`src/rtl/cantx_pkg.sv`:
```
package cantx_pkg;
  typedef enum logic [1:0] {
    MODE_STANDBY = 2'd0,
    MODE_SETTLE  = 2'd1,
    MODE_NORMAL  = 2'd2
  } cantx_mode_e;
endpackage

```
`src/rtl/cantx_sync.sv`:
```
module cantx_sync #(
  parameter int  STAGES    = 2,
  parameter logic RESET_VAL = 1'b1
) (
  input  logic clk,
  input  logic rst,
  input  logic d_i,
  output logic q_o
);
  logic [STAGES-1:0] chain_q;

  always_ff @(posedge clk) begin
    if (rst) chain_q <= {STAGES{RESET_VAL}};
    else     chain_q <= {chain_q[STAGES-2:0], d_i};
  end

  assign q_o = chain_q[STAGES-1];
endmodule

```
`src/rtl/cantx_mode_ctrl.sv`:
```
module cantx_mode_ctrl
  import cantx_pkg::*;
#(
  parameter int SETTLE_CYC = 47
) (
  input  logic        clk,
  input  logic        rst,
  input  logic        stby_s_i,
  output cantx_mode_e mode_o
);
  localparam int CW = (SETTLE_CYC > 1) ? $clog2(SETTLE_CYC) : 1;
  localparam logic [CW-1:0] LAST = CW'(SETTLE_CYC - 1);

  cantx_mode_e mode_q;
  logic [CW-1:0] cnt_q;

  always_ff @(posedge clk) begin
    if (rst) begin
      mode_q <= MODE_STANDBY;
      cnt_q  <= '0;
    end else begin
      case (mode_q)
        MODE_STANDBY: begin
          cnt_q <= '0;
          if (!stby_s_i) mode_q <= MODE_SETTLE;
        end
        MODE_SETTLE: begin
          if (stby_s_i) begin
            mode_q <= MODE_STANDBY;
            cnt_q  <= '0;
          end else if (cnt_q == LAST) begin
            mode_q <= MODE_NORMAL;
            cnt_q  <= '0;
          end else begin
            cnt_q <= cnt_q + 1'b1;
          end
        end
        default: begin
          cnt_q <= '0;
          if (stby_s_i) mode_q <= MODE_STANDBY;
        end
      endcase
    end
  end

  assign mode_o = mode_q;
endmodule

```
`src/rtl/cantx_dom_guard.sv`:
```
module cantx_dom_guard #(
  parameter int TIMEOUT_CYC = 2000
) (
  input  logic clk,
  input  logic rst,
  input  logic active_i,
  input  logic txd_s_i,
  input  logic therm_i,
  output logic block_o
);
  localparam int CW = (TIMEOUT_CYC > 1) ? $clog2(TIMEOUT_CYC) : 1;
  localparam logic [CW-1:0] LAST = CW'(TIMEOUT_CYC - 1);

  logic [CW-1:0] cnt_q;
  logic tmo_q;
  logic hot_q;

  always_ff @(posedge clk) begin
    if (rst) begin
      cnt_q <= '0;
      tmo_q <= 1'b0;
    end else if (txd_s_i) begin
      cnt_q <= '0;
      tmo_q <= 1'b0;
    end else if (!active_i) begin
      cnt_q <= '0;
    end else if (!tmo_q) begin
      if (cnt_q == LAST) tmo_q <= 1'b1;
      else               cnt_q <= cnt_q + 1'b1;
    end
  end

  always_ff @(posedge clk) begin
    if (rst)                      hot_q <= 1'b0;
    else if (therm_i)             hot_q <= 1'b1;
    else if (txd_s_i)             hot_q <= 1'b0;
  end

  assign block_o = tmo_q | hot_q;
endmodule

```
`src/rtl/cantx_ctrl.sv`:
```
module cantx_ctrl
  import cantx_pkg::*;
#(
  parameter int SETTLE_CYC  = 47,
  parameter int TIMEOUT_CYC = 2000
) (
  input  logic clk,
  input  logic rst,
  input  logic stby_pin_i,
  input  logic txd_pin_i,
  input  logic therm_fault_i,
  input  logic bus_dom_i,
  input  logic wake_i,
  output logic drv_en_o,
  output logic drv_dom_o,
  output logic rx_sel_o,
  output logic split_en_o,
  output logic rxd_o
);
  logic stby_s, txd_s, block;
  cantx_mode_e mode;

  cantx_sync #(.STAGES(2), .RESET_VAL(1'b1)) u_sync_stby (
    .clk(clk), .rst(rst), .d_i(stby_pin_i), .q_o(stby_s));
  cantx_sync #(.STAGES(2), .RESET_VAL(1'b1)) u_sync_txd (
    .clk(clk), .rst(rst), .d_i(txd_pin_i), .q_o(txd_s));

  cantx_mode_ctrl #(.SETTLE_CYC(SETTLE_CYC)) u_mode (
    .clk(clk), .rst(rst), .stby_s_i(stby_s), .mode_o(mode));

  cantx_dom_guard #(.TIMEOUT_CYC(TIMEOUT_CYC)) u_guard (
    .clk(clk), .rst(rst), .active_i(mode == MODE_NORMAL),
    .txd_s_i(txd_s), .therm_i(therm_fault_i), .block_o(block));

  logic norm_sel, tx_ok;
  assign norm_sel = (mode != MODE_STANDBY);
  assign tx_ok    = (mode == MODE_NORMAL) && !block;

  always_ff @(posedge clk) begin
    if (rst) begin
      drv_en_o   <= 1'b0;
      drv_dom_o  <= 1'b0;
      rx_sel_o   <= 1'b0;
      split_en_o <= 1'b0;
      rxd_o      <= 1'b1;
    end else begin
      drv_en_o   <= tx_ok;
      drv_dom_o  <= tx_ok && !txd_s;
      rx_sel_o   <= norm_sel;
      split_en_o <= norm_sel;
      rxd_o      <= norm_sel ? !bus_dom_i : !wake_i;
    end
  end
endmodule

```
`config.mk`:
```
export PLATFORM = sky130hd
export DESIGN_NAME = cantx_ctrl
export DESIGN_NICKNAME = d
export VERILOG_FILES = /design/src/rtl/cantx_pkg.sv /design/src/rtl/cantx_sync.sv /design/src/rtl/cantx_mode_ctrl.sv /design/src/rtl/cantx_dom_guard.sv /design/src/rtl/cantx_ctrl.sv
export SDC_FILE = /design/constraint.sdc
export NUM_CORES = 1
export LEC_CHECK = 0
export ABC_AREA = 1
export BUFFER_PORTS_ARGS = -buffer_cell sky130_fd_sc_hd__buf_2
export CELL_PAD_IN_SITES_DETAIL_PLACEMENT = 0
export CELL_PAD_IN_SITES_GLOBAL_PLACEMENT = 1
export CORE_UTILIZATION = 35
export DETAILED_ROUTE_END_ITERATION = 10
export GPL_ROUTABILITY_DRIVEN = 0
export MAX_ROUTING_LAYER = met4
export PLACE_DENSITY = 0.72
export SLEW_MARGIN = 20
export SYNTH_ARGS = -nofsm -noshare
export SYNTH_HDL_FRONTEND = slang
export SYNTH_HIERARCHICAL = 1
export SYNTH_SLANG_ARGS = --single-unit
```
`constraint.sdc`:
```
create_clock -name clk -period 1.8 [get_ports clk]
set_input_delay 0 -clock clk [delete_from_list [all_inputs] [get_ports clk]]
set_output_delay 0 -clock clk [all_outputs]
set_load 0.01 [all_outputs]
```
==> qor.txt <==
R2R Path Start -> u_guard/cnt_q[0]$_SDFFE_PP0P_
Crit path DAT -> 1.58 ns
RSZ-0062 raised after global routing -> false
Worst setup path start -> u_guard/cnt_q[0]$_SDFFE_PP0P_
Largest delay contributor family on the critical path -> simple AND/OR/NAND/NOR gates
Placed Cells -> 245
Nets -> 220
Vias per cell -> 4.39
Max incr delay on CP -> 0.39 ns
Crit Path Max Fanout -> 8
Synth top area cells -> dfxtp_1 43%, nand2_1 11%, inv_1 8.6%
I/O pins -> 12
Final setup fails -> 0
Root buffer cell -> clkbuf_8
Syn Area/Cell -> 7.23 sq um
Clk buf depth -> 2
Fin Clk Skew -> 0.00303 ns
Crit path time final -> 1.40 ns
Cell repeated most along the worst path -> nor2_1
Crit path kind -> register to register
Worst skew pair latency -> 0.28 ns
Post-Synthesis Cells -> 187
DR vias -> 1137
Initial Utilization -> 0.366
Die W -> 64.1 um
FP Rows -> 22
Resize count post-CTS -> 0
Area grow syn2layout -> 18.1%
Final period util -> 0.779
Worst hold path class -> register to register
Netlist Area Pre-Place -> 0.00135 sq mm
N_diodes -> 0
Final Util -> 0.432
Grt total ovfl -> 0
Fill cell count -> 392
Initial antenna violation count -> 0
CTS Buf Count -> 5
Clk slew on worst S/H paths -> 0.06 ns
Largest net degree at the start of global routing -> 11
Area leader, netlist -> dfxtp_1
Overall Power -> 1.20 mW
Commonest non-fill, non-tap cell in the layout -> nand2_1
Worst-path cell chain -> ha_1 -> nand2_1 -> nor2_4 -> nand3_4 -> nand2_4 -> inv_2 -> nor2_1 -> nor2_1
Global-route wire length before repair -> 4.26 mm
GRT Util Overall -> 0.142
Status -> finished clean
Clock sink count -> 29
Cell variety after synth -> 27
Share of the synthesized area in the top cell type -> 0.430
Port bufs -> 11
Count of final hold-check violations -> 0
Layout cells sized above 1 -> 0.156
Drt pass-1 iters -> 4
CP max stage cell -> dfxtp_1
Post-Route Setup TNS -> 0 ns
PwrDens -> 752 mW/mm^2
Final non-filler cell total -> 259
Detailed placement HPWL -> 1.78 mm
Most frequent cells in the layout -> 41 x nand2_1, 31 x inv_1, 29 x nor2_1, 29 x dfxtp_1, 15 x nand3_1
Buf/Inv on CP -> 1
WP data required -> 1.98 ns
Synth warn -> 6
Post-Syn Nets -> 197
Fmax -> 713 MHz
Vias in the first global route -> 1023
Core region area -> 0.00369 sq mm
Max VDD drop -> 0.000555 V
Iteration-0 DRC Markers -> 45
Tightest Pin Transition -> 0.300 ns
Hold_sp -> u_sync_stby/chain_q[0]$_SDFF_PP1_
Type of origin of the critical path -> register
Sequential fraction of the synthesis area -> 0.430
P_leak -> 0.694 nW
Die H -> 64.1 um
Max_slew headroom -> 0.798
Max Cap Viol -> 0
Seq cells post-synth -> 29
Post-Route WL -> 2.41 mm
Slew Limit Fails -> 0
Die area -> 0.00411 sq mm
H-tree levels -> 2
Clock tree from TritonCTS -> built
Element type at the critical path end -> register
Drt wl/cell -> 9.32 um
Post-route ant nets -> 0
Drt drc -> 0
==> cell type report <==
type	instances	area [sq um]	share of cell area
clock inverter	2	10.0	0.00627
clock buffer	6	72.6	0.0455
timing repair buffer	18	123	0.0769
tap	48	60.1	0.0376
sequential	29	581	0.364
inverter	33	124	0.0776
multi-input combinational	123	626	0.392
==> per-layer routing <==
metal / part of all wire / track usage
met1: 0.49 / 0.155
met2: 0.47 / 0.215
met3: 0.030 / 0.0696
met4: 0.015 / 0.0694
met5: 0 / -
==> kinds of logic after synthesis <==
family	count (synthesis)	share of synthesized area
simple gates	103	0.353
xor+xnor	3	0.0194
flops	29	0.430
buf+inv	35	0.107
fa+ha+maj	3	0.0278
compound gates	14	0.0630
==> state kept, by name, indices dropped and copies added, names as in the netlist, 2 cells and up <==
name	flops
u_sync_stby/chain_q	2
u_mode/cnt_q	6
u_guard/cnt_q	11
u_mode/mode_o	2
u_sync_txd/chain_q	2
==> final timing paths <==
| path | end | slack (ns) | cells past startpoint |
|---|---|---|---|
| worst max-delay path | u_guard/cnt_q[1]$_SDFFE_PP0P_ | 0.40 | 8 |
| worst min register to register | u_sync_stby/chain_q[1]$_SDFF_PP1_ | 0.41 | 2 |
| worst min-delay path | u_sync_stby/chain_q[1]$_SDFF_PP1_ | 0.41 | 2 |
| worst max register to register | u_guard/cnt_q[1]$_SDFFE_PP0P_ | 0.40 | 8 |
==> timing repair <==
item / 4_1_cts / 5_1_grt
setup buffers: 0 / 0
hold buffers: 6 / 0
endpoints found under the hold margin: 5 / 0
==> through the flow <==
stage	area, sq um	hold WS (ns)	worst slack (ns)
floorplan	1350	0.0724	0.550
global placement	1450	0.169	0.461
detailed placement	1450	0.178	0.414
CTS	1600	0.414	0.406
global route	1600	0.416	0.265
finish	1600	0.411	0.397
==> worst register-to-register path: stages (launching register included) <==
cell and delay [ns]:
dfxtp_1 0.39, ha_1 0.23, nand2_1 0.10, nor2_4 0.14, nand3_4 0.14, nand2_4 0.12, inv_2 0.05, nor2_1 0.09
nor2_1 0.05
==> cells in the mapped netlist (all sizes together) <==
library cell  instances
o211ai                1
o21bai                3
ha                    3
dfxtp                29
o21ai                 4
nand4                 4
nand3                16
clkbuf                1
buf                   1
and3                  1
xor2                  2
a31oi                 1
nand2                46
nor2                 35
xnor2                 1
o22ai                 1
nor4                  1
a21oi                 3
inv                  33
o21a                  1
==> power by group <==
| group | switching, mW | internal (mW) | leakage, nW |
|---|---|---|---|
| Sequential | 0.00522 | 0.652 | 0.235 |
| Combinational | 0.0182 | 0.0227 | 0.414 |
| Clock | 0.236 | 0.267 | 0.0450 |
(Power assumes the default switching activity.)
